==> src/rtl/wincrop_pkg.sv <==
// Shared widths and the settings record used by the window cropper.
// Assumes the size words keep width-1 in the low half, height-1 in the high half.
package wincrop_pkg;
    localparam int SIZE_W  = 16;          // width-1 / height-1 field width
    localparam int HOFF_W  = 13;          // left offset field width
    localparam int VOFF_W  = 12;          // top offset field width
    localparam int SIZE_HI = SIZE_W;      // lsb of the height field
    localparam int POS_W   = SIZE_W + 1;  // coordinate and end-point width

    typedef struct packed {
        logic [HOFF_W-1:0] hoff;
        logic [VOFF_W-1:0] voff;
        logic [SIZE_W-1:0] wlast;   // window width-1
        logic [SIZE_W-1:0] hlast;   // window height-1
        logic [SIZE_W-1:0] swlast;  // sensor width-1
        logic [SIZE_W-1:0] shlast;  // sensor height-1
        logic              hdown;
        logic              vdown;
    } win_cfg_t;
endpackage

==> src/rtl/win_shadow.sv <==
// Holds the settings used for the current frame.
// Loads every cycle while frame-valid is low and freezes while it is high.
// Also flags the first cycle of a frame.
module win_shadow
    import wincrop_pkg::*;
(
    input  logic     clk,
    input  logic     rst_n,
    input  logic     fv,
    input  win_cfg_t live_cfg,
    output win_cfg_t shd_cfg,
    output logic     frame_start
);
    logic fv_q;

    // Track frame-valid one cycle back to detect the frame start.
    always_ff @(posedge clk) begin
        if (!rst_n) fv_q <= 1'b0;
        else        fv_q <= fv;
    end

    // Follow the live settings between frames, hold them inside a frame.
    always_ff @(posedge clk) begin
        if (!rst_n)   shd_cfg <= '0;
        else if (!fv) shd_cfg <= live_cfg;
    end

    assign frame_start = fv & ~fv_q;
endmodule

==> src/rtl/pos_count.sv <==
// Column and line counters of the incoming frame.
// x is the index of the pixel now on the input while line-valid is high.
// y is the index of the current line.
// Assumes line-valid drops for at least one cycle between lines.
module pos_count #(
    parameter int X_W = 17,
    parameter int Y_W = 17
) (
    input  logic           clk,
    input  logic           rst_n,
    input  logic           fv,
    input  logic           lv,
    output logic [X_W-1:0] x,
    output logic [Y_W-1:0] y
);
    localparam logic [X_W-1:0] X_MAX = '1;
    localparam logic [Y_W-1:0] Y_MAX = '1;
    logic lv_q;

    // Count accepted pixels within a line; restart when the line ends.
    always_ff @(posedge clk) begin
        if (!rst_n || !lv) x <= '0;
        else if (x != X_MAX) x <= x + 1'b1;
    end

    // Delay line-valid to find the end of each line.
    always_ff @(posedge clk) begin
        if (!rst_n) lv_q <= 1'b0;
        else        lv_q <= lv;
    end

    // Count finished lines within a frame; restart between frames.
    always_ff @(posedge clk) begin
        if (!rst_n || !fv) y <= '0;
        else if (lv_q && !lv && y != Y_MAX) y <= y + 1'b1;
    end
endmodule

==> src/rtl/win_axis.sv <==
// Window test for one axis, purely combinational.
// Gives whether a position is kept, whether it is the first or the last kept
// position, and whether the window runs past the sensor limit.
// Assumes OFF_W and SZ_W are both below POS_W.
module win_axis #(
    parameter int OFF_W = 13,
    parameter int SZ_W  = 16,
    parameter int POS_W = 17
) (
    input  logic [OFF_W-1:0] off,
    input  logic [SZ_W-1:0]  last,
    input  logic [SZ_W-1:0]  lim,
    input  logic             down,
    input  logic [POS_W-1:0] pos,
    output logic             keep,
    output logic             first,
    output logic             final_pos,
    output logic             overrun
);
    logic [POS_W-1:0] off_e, wend, lim_e, span_end, keep_end;
    logic             odd_rel, odd_span;

    // Window end, clipped to the sensor edge, then pulled back to an even step.
    always_comb begin
        off_e    = POS_W'(off);
        lim_e    = POS_W'(lim);
        wend     = off_e + POS_W'(last);
        overrun  = wend > lim_e;
        span_end = overrun ? lim_e : wend;
        odd_span = span_end[0] ^ off_e[0];
        keep_end = (down && odd_span) ? span_end - 1'b1 : span_end;
    end

    // Classify the current position against the window.
    always_comb begin
        odd_rel   = pos[0] ^ off_e[0];
        keep      = (pos >= off_e) && (pos <= span_end) && !(down && odd_rel);
        first     = pos == off_e;
        final_pos = pos == keep_end;
    end
endmodule

==> src/rtl/win_crop.sv <==
// Capture window cropper: forwards the programmed rectangle of each frame,
// optionally halved per axis, with line and frame markers and one clock latency.
// Assumes in_lv is high only inside in_fv and that the settings are stable
// in the cycle before in_fv rises.
module win_crop
    import wincrop_pkg::*;
#(
    parameter int DATA_W = 16
) (
    input  logic              clk,
    input  logic              rst_n,
    input  logic              in_fv,
    input  logic              in_lv,
    input  logic [DATA_W-1:0] in_data,
    input  logic [31:0]       cfg_sens_size,
    input  logic [31:0]       cfg_win_size,
    input  logic [12:0]       cfg_hoff,
    input  logic [11:0]       cfg_voff,
    input  logic              cfg_hdown,
    input  logic              cfg_vdown,
    output logic              out_valid,
    output logic [DATA_W-1:0] out_data,
    output logic              out_sol,
    output logic              out_eol,
    output logic              out_eof,
    output logic              ovf_flag
);
    win_cfg_t         live_cfg, shd_cfg;
    logic             frame_start, pix;
    logic [POS_W-1:0] px, py;
    logic             kx, fx, lx, ox, ky, fy, ly, oy, pass;

    // Unpack the size words into the settings record.
    always_comb begin
        live_cfg.hoff   = cfg_hoff;
        live_cfg.voff   = cfg_voff;
        live_cfg.wlast  = cfg_win_size[SIZE_W-1:0];
        live_cfg.hlast  = cfg_win_size[SIZE_HI +: SIZE_W];
        live_cfg.swlast = cfg_sens_size[SIZE_W-1:0];
        live_cfg.shlast = cfg_sens_size[SIZE_HI +: SIZE_W];
        live_cfg.hdown  = cfg_hdown;
        live_cfg.vdown  = cfg_vdown;
    end

    win_shadow u_shadow (
        .clk         (clk),
        .rst_n       (rst_n),
        .fv          (in_fv),
        .live_cfg    (live_cfg),
        .shd_cfg     (shd_cfg),
        .frame_start (frame_start)
    );

    pos_count #(.X_W(POS_W), .Y_W(POS_W)) u_pos (
        .clk   (clk),
        .rst_n (rst_n),
        .fv    (in_fv),
        .lv    (in_lv),
        .x     (px),
        .y     (py)
    );

    win_axis #(.OFF_W(HOFF_W), .SZ_W(SIZE_W), .POS_W(POS_W)) u_hax (
        .off       (shd_cfg.hoff),
        .last      (shd_cfg.wlast),
        .lim       (shd_cfg.swlast),
        .down      (shd_cfg.hdown),
        .pos       (px),
        .keep      (kx),
        .first     (fx),
        .final_pos (lx),
        .overrun   (ox)
    );

    win_axis #(.OFF_W(VOFF_W), .SZ_W(SIZE_W), .POS_W(POS_W)) u_vax (
        .off       (shd_cfg.voff),
        .last      (shd_cfg.hlast),
        .lim       (shd_cfg.shlast),
        .down      (shd_cfg.vdown),
        .pos       (py),
        .keep      (ky),
        .first     (fy),
        .final_pos (ly),
        .overrun   (oy)
    );

    assign pix  = in_fv & in_lv;
    assign pass = pix & kx & ky;

    // Register the kept pixel and its markers.
    always_ff @(posedge clk) begin
        if (!rst_n) begin
            out_valid <= 1'b0;
            out_sol   <= 1'b0;
            out_eol   <= 1'b0;
            out_eof   <= 1'b0;
            out_data  <= '0;
        end else begin
            out_valid <= pass;
            out_sol   <= pass & fx;
            out_eol   <= pass & lx;
            out_eof   <= pass & lx & ly;
            if (pix) out_data <= in_data;
        end
    end

    // Raise the sticky flag when a frame opens with an oversized window.
    always_ff @(posedge clk) begin
        if (!rst_n) ovf_flag <= 1'b0;
        else if (frame_start && (ox || oy)) ovf_flag <= 1'b1;
    end
endmodule

==> config.mk <==
export PLATFORM = sky130hd
export DESIGN_NAME = win_crop
export DESIGN_NICKNAME = d
export VERILOG_FILES = /design/src/rtl/wincrop_pkg.sv /design/src/rtl/win_shadow.sv /design/src/rtl/pos_count.sv /design/src/rtl/win_axis.sv /design/src/rtl/win_crop.sv
export SDC_FILE = /design/constraint.sdc
export NUM_CORES = 1
export LEC_CHECK = 0
export BUFFER_PORTS_ARGS = -buffer_cell sky130_fd_sc_hd__buf_2
export CORE_ASPECT_RATIO = 0.8
export CORE_UTILIZATION = 55
export DETAILED_ROUTE_END_ITERATION = 6
export PLACE_DENSITY = 0.72
export SLEW_MARGIN = 10
export SYNTH_ARGS = -nofsm -noshare
export SYNTH_HDL_FRONTEND = slang
export SYNTH_SLANG_ARGS = --single-unit
==> constraint.sdc <==
create_clock -name clk -period 7.7 [get_ports clk]
set_input_delay 1.54 -clock clk [delete_from_list [all_inputs] [get_ports clk]]
set_output_delay 1.54 -clock clk [all_outputs]
set_load 0.005 [all_outputs]
-- After elaboration in Yosys (flattened, before gate mapping)
Index checks and enable logic that the tools add are counted.
- input port bits: 111
- bits in registers: 148
- output and inout bits: 21
- equal/unequal tests: 5
- add/subtract/negate cells: 6
- mux-type cells: 4
- order comparisons: 6
- reduce and logical (&&, ||, !) cells: 19
- bitwise operators: 12
- operators by type and width (cell ; count):
    $mux W17 ; 4
    $add A17 B1 Y17 const B ; 2
    $eq A17 B17 Y1 ; 2
    $gt A17 B16 Y1 ; 2
    $le A17 B17 Y1 ; 2
    $ne A17 B17 Y1 const B ; 2
    $sub A17 B1 Y17 const B ; 2
    $add A12 B16 Y17 ; 1
    $add A13 B16 Y17 ; 1
    $eq A17 B13 Y1 ; 1
    $ge A17 B12 Y1 ; 1
    $ge A17 B13 Y1 ; 1
    $logic_and A1 B1 Y1 ; 11
    $and A1 B1 Y1 ; 7
    $logic_not A1 Y1 ; 5
    $xor A1 B1 Y1 ; 4
    $logic_or A1 B1 Y1 ; 3
    $not A1 Y1 ; 1

-- Depth between registers and ports, before layout
Gate-level depths: netlist of run 1.
- depth after elaboration: 10
- depth in mapped cells: 32
- depth with buffers taken out: 29

-- By module
Synthesis of run 1 repeated with hierarchy kept, for this count alone.
- cell total of the unflattened synthesis: 1373
- area total of the unflattened synthesis: 11868.9 um2
- modules (own cells, without submodules) (module ; seq. area each (um2) ; instances ; area each (um2) ; cells an instance):
    win_shadow ; 1841.8 ; 1 ; 3555.9 ; 297
    win_axis at u_vax ; 0.0 ; 1 ; 3047.9 ; 418
    win_axis at u_hax ; 0.0 ; 1 ; 2846.5 ; 385
    pos_count ; 700.7 ; 1 ; 1586.5 ; 182
    win_crop ; 420.4 ; 1 ; 832.0 ; 91

-- Worst setup path after synthesis of run 1
Ideal clock, no wire load.
- path kind: register -> register
- start point: register, netlist name u_shadow.shd_cfg[78]
- end point: register out_eof
- arrival: 6.490 ns
- library setup time: 0.091 ns
- cell stages (with the launch flop): 29
- clock period less this slack: 6.581 ns
- setup slack: 1.119 ns
- buffers on the path: 2
- cells stage by stage: dfxtp_1 > ha_1 > fa_1 > a21o_1 > a221oi_2 > a21oi_1 > a41oi_1 > xnor2_1 > ha_1 > and4_1 > nand3_1 > a31o_2 > a31o_2 > nand2_1 > buf_2 > buf_1 > mux2i_1 > ha_1 > nand2_1 > nor3_1 > inv_1 > a2111oi_0 > nand2b_1 > o41a_1 > mux2i_1 > mux2i_1 > o21ai_0 > and4_1 > nor4bb_1
- word-level cells in the longest chain between the ends: 10
- elaborated cells on any way between the ends: 19
- ends and longest elaborated chain (what ; line ; text):
    branches (longest 8 deep; another with $add A13 B16 Y17) ; -- ;
    $and A1 B1 Y1 * (2 in series) ; win_crop.sv:102 ; out_eof <= pass & lx & ly;
    end signal: assignment ; win_crop.sv:102 ;
    end: declaration ; win_crop.sv:25 ; output logic out_eof,
Every way passes the cells marked *.
A chain may end at the register's enable or synchronous reset.

-- Worst setup path in the final report of run 1
- start point: register, netlist name u_shadow.shd_cfg[66]
- end point: register out_eof
- word-level cells in the longest chain between the ends: 9
- elaborated cells on any way between the ends: 18
- ends and longest elaborated chain (what ; line):
    branches (longest 8 deep; another with $add A12 B16 Y17) ; --
    $and A1 B1 Y1 * ; win_crop.sv:102
Marked as above.

==> results.sh, run 1 <==
export IMPL_die_w_um=163.2
export IMPL_ys_seq_area_share_pct=25.92
export IMPL_regToRegEndpoint="out_eof"
export IMPL_end_kind="flip-flop"
export IMPL_power_density_nw_per_um2=192.0
export IMPL_start_util_pct=56.90
export IMPL_nets=1711
export IMPL_crit_family="simple AND/OR/NAND/NOR gates"
export IMPL_required_ns=8.03
export IMPL_track_usage_pct=30.74
export IMPL_gp_congestion=0.9989
export IMPL_syn2layout_area_growth_pct=13.00
export IMPL_drcViolationCount=0
export IMPL_synth_largest_area_cell="dfxtp_1"
export IMPL_ios=132
export IMPL_synth_area_leaders="dfxtp_1 26%, ha_1 13%, mux2i_1 10%, nor2b_1 5.8%, xnor2_1 4.3%"
export IMPL_slew_viol_final=0
export IMPL_postCtsHoldBufs=0
export IMPL_fmax_mhz=142.7
export IMPL_drive_gt1_share_pct=12.44
export IMPL_ys_flop_type="dfxtp_1"
export IMPL_synth_top_area_share_pct=25.92
export IMPL_rr_worst_depth=28
export IMPL_ys_ff_latch=148
export IMPL_grt_ovfl_total=0
export IMPL_hold_violations=0
export IMPL_first_pass_iters=5
export IMPL_cts_setup_buffers=0
export IMPL_row_count=46
export IMPL_synth_async_reset_ratio_pct=0
export IMPL_worstHoldStart="out_data[8]"
export IMPL_crit_start="u_shadow.shd_cfg[66]"
export IMPL_cts_clk_slew_worst_paths_ns=0.06
export IMPL_fillCellCount=1783
export IMPL_synth_cells_most_frequent="148 x dfxtp_1, 122 x ha_1, 116 x mux2i_1, 106 x nor2b_1, 101 x nand2_1"
export IMPL_critical_path_max_stage_delay_ns=0.53
export IMPL_ys_types=77
export IMPL_insertion_delay_ns=0.43
export IMPL_drt_total_wl_mm=32.58
export IMPL_grt_max_degree=109
export IMPL_outcome="finished clean"
export IMPL_syn_instance_count=1363
export IMPL_diodes=0
export IMPL_synth_edff_count=0
export IMPL_antenna_found_initial=0
export IMPL_min_period_ns=7.009
export IMPL_die_h_um=130.9
export IMPL_clock_sinks=148
export IMPL_crit_type="flip-flop to flip-flop"
export IMPL_leakage_uw=0.005794
export IMPL_ant_nets=0
export IMPL_relSlewSlack_pct=32.24
export IMPL_drt_vias_per_instance=5.900
export IMPL_setup_viol=0
export IMPL_hpwl_mm=25.15
export IMPL_grt_first_pass_wirelength_mm=50.64
export IMPL_tritoncts="yes"
export IMPL_cp_max_fo=35
export IMPL_worst_path_buf_inv=2
export IMPL_fin_skew_ns=0.01088
export IMPL_cts_root_buf="clkbuf_16"
export IMPL_cts_inserted_buffers=17
export IMPL_drt_iter0_markers=1017
export IMPL_power_uw=2479
export IMPL_fin_tns_setup_ns=0
export IMPL_syn_area_um2=11430
export IMPL_finalCritPeriodShare_pct=91.03
export IMPL_synth_warnings=0
export IMPL_worstHoldPathCells=2
export IMPL_crit_arrival_ns=7.34
export IMPL_routedWlPerCell_um=18.61
export IMPL_start_kind="flip-flop"
export IMPL_critPathSlowestCell="or4_1"
export IMPL_yosysMostFrequentCell="dfxtp_1"
export IMPL_dieArea_um2=21370
export IMPL_tightest_slew_ns=1.014
export IMPL_r2r_start="u_shadow.shd_cfg[66]"
export IMPL_core_um2=20090
export IMPL_rrSetupSlack_ns=0.69
export IMPL_rsz0062_at_grt="no"
export IMPL_grt_pass1_vias=9327
export IMPL_io_buffers=131
export IMPL_cts_max_level=4
export IMPL_hold_end="out_data[8]"
export IMPL_min_path_type="flip-flop to flip-flop"
export IMPL_post_cts_resized=0
export IMPL_clk_path_buf_depth=2
export IMPL_drv_cap=0
export IMPL_syn_area_per_cell_um2=8.386
export IMPL_irDropWorstVdd_mv=0.1423
export IMPL_routed_via_count=10330
[power breakdown]
group | total [µW] | internal (µW) | switching [µW]
Sequential | 839 | 800 | 39.0
Combinational | 786 | 332 | 454
Clock | 854 | 507 | 347
[layer usage]
metal,GRT usage [%],part of all wire (%),up-vias
li1,-,-,5120
met1,48.44,52,4759
met2,42.00,38,422
met3,6.313,9.3,30
met4,5.772,0.96,0
met5,0,0,-
[sequential cells by signal, summed over array words and instances (netlist names)]
| register | count |
|---|---|
| u_shadow.shd_cfg | 91 |
| u_pos.x | 17 |
| u_pos.y | 17 |
| out_data | 16 |
| out_eof | 1 |
| out_eol | 1 |
| out_sol | 1 |
| out_valid | 1 |
| ovf_flag | 1 |
| u_pos.lv_q | 1 |
| u_shadow.fv_q | 1 |
[worst reg2reg max path: cells and delay by family, from the launching register on]
family | cells | cell delay [ns]
flip-flops | 1 | 0.36
AND/OR/NAND/NOR | 12 | 2.84
XOR/XNOR | 1 | 0.39
buffers and inverters | 2 | 0.33
adder cells (fa/ha/maj) | 4 | 1.13
AO/OA/AOI/OAI | 9 | 1.87
[metrics by stage]
stage	util [%]	instance area [µm²]	cells	setup WS [ns]	hold WS (ns)
floorplan	-	11430	1364	1.119	0.4600
global placement	61.38	12330	1721	1.119	0.4512
detailed placement	61.38	12330	1721	0.8312	0.4575
CTS	64.30	12920	1751	0.7674	0.4659
global route	64.30	12920	1751	0.06724	0.4847
finish	64.30	12920	1751	0.6909	0.4631
[layout by cell type (no fill, tap or decap), drive strengths merged, types with 4 or more instances in the layout]
master,count
dfxtp,148
buf,144
ha,122
mux2i,116
nor2b,106
nand2,101
inv,85
nor2,80
a21oi,71
xnor2,57
o21ai,51
xor2,38
nor3,30
nand4,29
nand3,29
a21o,22
and3,22
a21boi,20
clkbuf,18
o21a,17
nor4,14
a31oi,12
or3,10
and2,9
nand2b,9
a211oi,7
nand3b,6
or4,6
and4,5
o221ai,5
a2111oi,5
clkinv,5
o211ai,4
o31a,4
a41oi,4
o2111ai,4
o41ai,4
o22ai,4
a211o,4
[area by class of cell]
class,count,area (µm²),area share [%]
well taps,264,330.3,2.557
repair buffers,144,768.2,5.948
flip-flops and latches,148,2963,22.94
multi-input cells,1081,7953,61.57
inverters,84,315.3,2.441
clock inverters,12,157.7,1.221
clock buffers,18,429.2,3.323
[worst max-delay path by stage]
stage / to / slack (ns) / cells after the start
floorplan: out_eof / 1.12 / 28
global placement: out_eof / 1.12 / 28
detailed placement: out_eof / 0.83 / 28
CTS: out_eof / 0.77 / 28
global route: out_eof / 0.07 / 28
finish: out_eof / 0.69 / 28
[logic make-up (layout without fill, tap and decap cells)]
group	Yosys count	after routing	synth area share, %
fa+ha+maj	124	124	13.71
compound gates	272	272	15.99
other cells	1	2	0.03281
simple gates	469	469	21.72
xor+xnor	98	98	7.937
mux	116	116	10.16
buf+inv	135	258	4.532
flops	148	148	25.92
(Power assumes the default switching activity.)
==> run 2: changes to the inputs <==
--- a/config.mk
+++ b/config.mk
@@ -7,9 +7,9 @@
 export LEC_CHECK = 0
 export BUFFER_PORTS_ARGS = -buffer_cell sky130_fd_sc_hd__buf_2
 export CORE_ASPECT_RATIO = 0.8
-export CORE_UTILIZATION = 55
+export CORE_UTILIZATION = 60
 export DETAILED_ROUTE_END_ITERATION = 6
-export PLACE_DENSITY = 0.72
+export PLACE_DENSITY = 0.78
 export SLEW_MARGIN = 10
 export SYNTH_ARGS = -nofsm -noshare
 export SYNTH_HDL_FRONTEND = slang
==> constraint.sdc (replaced) <==
create_clock -name clk -period 7.7 [get_ports clk]
set_input_delay 1.54 -clock clk [delete_from_list [all_inputs] [get_ports clk]]
set_output_delay 1.54 -clock clk [all_outputs]
set_load 0.01 [all_outputs]
==> results.sh, run 2 (synthesis results as in run 1) <==
export IMPL_rsz0062_at_grt="no"
export IMPL_fin_skew_ns=0.01011
export IMPL_drcViolationCount=0
export IMPL_hold_end="out_data[3]"
export IMPL_routedWlPerCell_um=18.46
export IMPL_p_comb_share_pct=30.8
export IMPL_reg_top3="u_shadow.shd_cfg (91), u_pos.x (17), u_pos.y (17)"
export IMPL_irDropWorstVdd_mv=0.1181
export IMPL_first_pass_iters=6
export IMPL_cts_clk_slew_worst_paths_ns=0.07
export IMPL_start_kind="flip-flop"
export IMPL_hpwl_mm=25.02
export IMPL_core_um2=18390
export IMPL_drive_gt1_share_pct=12.45
export IMPL_min_period_ns=7.042
export IMPL_mostFrequentLayoutCells="148 x dfxtp_1, 130 x buf_2, 122 x ha_1"
export IMPL_antenna_found_initial=1
export IMPL_cts_root_buf="clkbuf_16"
export IMPL_diodes=0
export IMPL_io_buffers=131
export IMPL_start_util_pct=62.16
export IMPL_cts_inserted_buffers=17
export IMPL_hold_violations=0
export IMPL_final_common_cell="dfxtp_1"
export IMPL_worstHoldPathCells=2
export IMPL_drt_vias_per_instance=6.002
export IMPL_clock_sinks=148
export IMPL_pwr_share_clk_pct=35.7
export IMPL_drt_iter0_markers=1077
export IMPL_power_switching_uw=850.5
export IMPL_fillCellCount=1533
export IMPL_end_kind="flip-flop"
export IMPL_fmax_mhz=142.0
export IMPL_row_count=44
export IMPL_rr_worst_depth=27
export IMPL_multi_input_area_um2=7955
export IMPL_switching_share_pct=33.92
export IMPL_min_path_type="flip-flop to flip-flop"
export IMPL_tritoncts="yes"
export IMPL_dieArea_um2=19610
export IMPL_insertion_delay_ns=0.44
export IMPL_drt_total_wl_mm=32.10
export IMPL_crit_arrival_ns=7.38
export IMPL_crit_type="flip-flop to flip-flop"
export IMPL_gp_congestion=0.9376
export IMPL_finalCritPeriodShare_pct=91.45
export IMPL_ios=132
export IMPL_routed_via_count=10440
export IMPL_die_h_um=125.5
export IMPL_cp_max_fo=24
export IMPL_setup_viol=0
export IMPL_grt_pass1_vias=9554
export IMPL_intPower_uw=1657
export IMPL_cts_max_level=4
export IMPL_regToRegEndpoint="out_eof"
export IMPL_grt_ovfl_total=0
export IMPL_layout_area_seq_um2=2963
export IMPL_rrSetupSlack_ns=0.66
export IMPL_pwr_share_seq_pct=33.5
export IMPL_fin_tns_setup_ns=0
export IMPL_die_w_um=156.3
export IMPL_nets=1708
export IMPL_syn2layout_area_growth_pct=12.92
export IMPL_required_ns=8.04
export IMPL_holdWs_ns=0.4624
export IMPL_leakage_uw=0.005796
export IMPL_largest_register="u_shadow.shd_cfg"
export IMPL_grt_first_pass_wirelength_mm=50.31
export IMPL_ant_nets=0
export IMPL_r2r_start="u_shadow.shd_cfg[66]"
export IMPL_track_usage_pct=33.10
export IMPL_grt_max_degree=109
export IMPL_clk_path_buf_depth=2
export IMPL_relSlewSlack_pct=35.45
export IMPL_largest_reg_flops=91
export IMPL_slew_viol_final=0
export IMPL_drv_cap=0
export IMPL_outcome="finished clean"
export IMPL_worstHoldStart="out_data[3]"
export IMPL_power_density_nw_per_um2=194.3
export IMPL_postCtsHoldBufs=0
export IMPL_tightest_slew_ns=0.9661
## run 2: final cells by class
type	count	share of cell area, %
Clock inverter	12	1.289
Inverter	84	2.443
Sequential cell	148	22.96
Multi-Input combinational cell	1081	61.64
Timing Repair Buffer	141	5.681
Clock buffer	20	3.539
Tap cell	253	2.453
## run 2: metrics by stage
step | std cells | area, µm² | total power (µW) | utilization (%) | setup WS, ns
2_1_floorplan | 1364 | 11430 | 1403 | - | 1.119
3_3_place_gp | 1707 | 12280 | 1582 | 66.79 | 0.6717
5_1_grt | 1739 | 12910 | 2628 | 70.19 | 0.1098
4_1_cts | 1739 | 12900 | 2494 | 70.18 | 0.3559
6_report | 1739 | 12910 | 2507 | 70.19 | 0.6581
3_5_place_dp | 1707 | 12280 | 1598 | 66.79 | 0.4436
## run 2: power groups by stage
stage                     clock network (µW)  logic, µW  registers (µW)
after CTS                                906        751             837
after global placement                     0        730             852
after detailed placement                   0        744             854
after floorplan                            0        562             840
after global routing                     940        846             842
final                                    896        772             839
## run 2: worst max-delay path, cell delays in order (launching register included)
cell and delay (ns):
dfxtp_1 0.37, ha_1 0.24, fa_1 0.41, a21oi_1 0.24, o211ai_1 0.16, a21boi_1 0.35, o21ai_0 0.21, and3_1 0.23
xor2_1 0.36, ha_1 0.21, nand2_1 0.07, nor4_1 0.38, a21oi_1 0.11, a21bo_2 0.42, and2_4 0.38, buf_4 0.28
o21ai_0 0.13, ha_1 0.33, nand2_1 0.05, or4_1 0.55, o22ai_1 0.19, nand3_1 0.10, a21oi_1 0.12, and4_1 0.25
nand2_1 0.07, nor4_1 0.23, and4_1 0.23, nor4bb_1 0.28
## run 2: how the worst max path moves through the flow
| stage | from | to | slack [ns] | cells after the start |
|---|---|---|---|---|
| 6_report | u_shadow.shd_cfg[66] | out_eof | 0.66 | 27 |
| 3_3_place_gp | u_shadow.shd_cfg[66] | out_eof | 0.67 | 27 |
| 4_1_cts | u_shadow.shd_cfg[66] | out_eof | 0.36 | 26 |
| 2_1_floorplan | u_shadow.shd_cfg[78] | out_eof | 1.12 | 28 |
| 5_1_grt | u_shadow.shd_cfg[50] | out_eof | 0.11 | 25 |
| 3_5_place_dp | u_shadow.shd_cfg[66] | out_eof | 0.44 | 27 |
## run 2: routing by layer
| metal | track usage [%] | wire length (µm) | up-vias |
|---|---|---|---|
| li1 | - | - | 5116 |
| met1 | 49.73 | 15440 | 4749 |
| met2 | 45.38 | 12280 | 519 |
| met3 | 10.26 | 3858 | 52 |
| met4 | 7.266 | 501 | 2 |
| met5 | 0 | 13 | - |
## run 2: repair_timing
| action | in CTS | in global routing |
|---|---|---|
| resized for setup | 0 | 2 |
| endpoints found under the setup margin | 0 | 2 |
| setup buffers | 0 | 0 |
==> run 3: changes to the inputs <==
--- a/config.mk
+++ b/config.mk
@@ -10,6 +10,7 @@
 export CORE_UTILIZATION = 60
 export DETAILED_ROUTE_END_ITERATION = 6
 export PLACE_DENSITY = 0.78
+export REMOVE_ABC_BUFFERS = 1
 export SLEW_MARGIN = 10
 export SYNTH_ARGS = -nofsm -noshare
 export SYNTH_HDL_FRONTEND = slang
==> results.sh, run 3 (synthesis results as in run 1) <==
export IMPL_rsz0062_at_grt="no"
export IMPL_diodes=0
export IMPL_drv_cap=0
export IMPL_finalCritPeriodShare_pct=92.19
export IMPL_placed_area_um2=12320
export IMPL_clock_sinks=148
export IMPL_reg_top3="u_shadow.shd_cfg (91), u_pos.x (17), u_pos.y (17)"
export IMPL_required_ns=8.03
export IMPL_routedWlPerCell_um=17.52
export IMPL_tightest_slew_ns=0.8799
export IMPL_min_period_ns=7.099
export IMPL_grt_pass1_vias=9814
export IMPL_post_cts_resized=0
export IMPL_setup_viol=0
export IMPL_cts_root_buf="clkbuf_16"
export IMPL_grt_ovfl_total=0
export IMPL_tritoncts="yes"
export IMPL_leakage_uw=0.005804
export IMPL_outcome="finished clean"
export IMPL_final_common_cell="dfxtp_1"
export IMPL_first_pass_iters=6
export IMPL_drt_iter0_markers=953
export IMPL_gp_congestion=0.9780
export IMPL_ant_nets=0
export IMPL_power_density_nw_per_um2=190.7
export IMPL_die_h_um=125.5
export IMPL_crit_arrival_ns=7.43
export IMPL_routed_via_count=10360
export IMPL_hold_violations=0
export IMPL_drt_vias_per_instance=5.942
export IMPL_holdWs_ns=0.4630
export IMPL_drive_gt1_share_pct=12.74
export IMPL_min_path_type="flip-flop to flip-flop"
export IMPL_start_util_pct=62.16
export IMPL_die_w_um=156.3
export IMPL_largest_register="u_shadow.shd_cfg"
export IMPL_largest_reg_flops=91
export IMPL_ios=132
export IMPL_irDropWorstVdd_mv=0.1422
export IMPL_io_buffers=131
export IMPL_grt_first_pass_wirelength_mm=49.72
export IMPL_syn2layout_area_growth_pct=12.92
export IMPL_cts_setup_buffers=0
export IMPL_critPathSlowestCell="or4_1"
export IMPL_drt_total_wl_mm=30.56
export IMPL_cts_inserted_buffers=17
export IMPL_clk_path_buf_depth=2
export IMPL_end_kind="flip-flop"
export IMPL_cts_max_level=4
export IMPL_fin_tns_setup_ns=0
export IMPL_track_usage_pct=32.13
export IMPL_postCtsHoldBufs=0
export IMPL_dieArea_um2=19610
export IMPL_drcViolationCount=0
export IMPL_relSlewSlack_pct=41.34
export IMPL_crit_type="flip-flop to flip-flop"
export IMPL_fin_skew_ns=0.01303
export IMPL_cts_clk_slew_worst_paths_ns=0.07
export IMPL_core_um2=18390
export IMPL_row_count=44
export IMPL_critical_path_max_stage_delay_ns=0.58
export IMPL_start_kind="flip-flop"
export IMPL_fmax_mhz=140.9
export IMPL_design_area_um2=12910
export IMPL_cp_max_fo=25
export IMPL_nets=1713
export IMPL_slew_viol_final=0
export IMPL_mostFrequentLayoutCells="148 x dfxtp_1, 130 x buf_2, 122 x ha_1"
export IMPL_hpwl_mm=23.43
export IMPL_insertion_delay_ns=0.44
export IMPL_antenna_found_initial=0
export IMPL_grt_max_degree=111
==> run 3: path summary, 6_finish.rpt <==
path | from | to | slack (ns) | cells after the start
hold / removal | out_data[10] | out_data[10] | 0.46 | 2
hold reg to reg | out_data[10] | out_data[10] | 0.46 | 2
setup reg to reg | u_shadow.shd_cfg[66] | out_eof | 0.60 | 28
setup / recovery | u_shadow.shd_cfg[66] | out_eof | 0.60 | 28
==> run 3: area by class of cell <==
type / count / area [µm²]
clock buffer: 17 / 425.4
clock inverter: 15 / 162.7
fill: 1543 / 5482
inverter: 84 / 315.3
multi-input combinational: 1081 / 7953
sequential: 148 / 2963
tap: 253 / 316.6
timing repair buffer: 146 / 770.7
==> run 3: critical path, delay by kind of cell (launching register included) <==
kind	cells	cell delay [ns]
and+or+nand+nor	12	2.71
AOI/OAI and AO/OA	9	2.13
DFF	1	0.36
buffers and inverters	2	0.36
xor gates and xnor gates	1	0.18
adders and majority gates	4	1.25
==> run 3: where the power goes <==
| part | internal (µW) | switching, µW | leakage (µW) |
|---|---|---|---|
| Combinational | 330 | 446 | 0.00431 |
| Sequential | 800 | 34.0 | 0.00121 |
| Clock | 461 | 390 | 0.000282 |
| Total | 1590 | 871 | 0.00580 |
==> run 3: routing by layer <==
layer  GRT usage, %  vias to the layer above  share of wire [%]
li1               -                     5128                  -
met1          48.30                     4764                 50
met2          44.56                      436                 39
met3          9.185                       34                 11
met4          7.093                        0                1.1
met5              0                        -                  0
==> run 3: through the flow <==
| stage | total power, µW | instances | util [%] | worst slack (ns) |
|---|---|---|---|---|
| after floorplan | 1375 | 1313 | - | 0.8930 |
| final | 2461 | 1744 | 70.19 | 0.6011 |
| after detailed placement | 1601 | 1712 | 66.99 | 0.7033 |
| after global placement | 1592 | 1712 | 66.99 | 0.8889 |
| after CTS | 2451 | 1744 | 70.19 | 0.6683 |
| after global routing | 2590 | 1744 | 70.19 | 0.03261 |
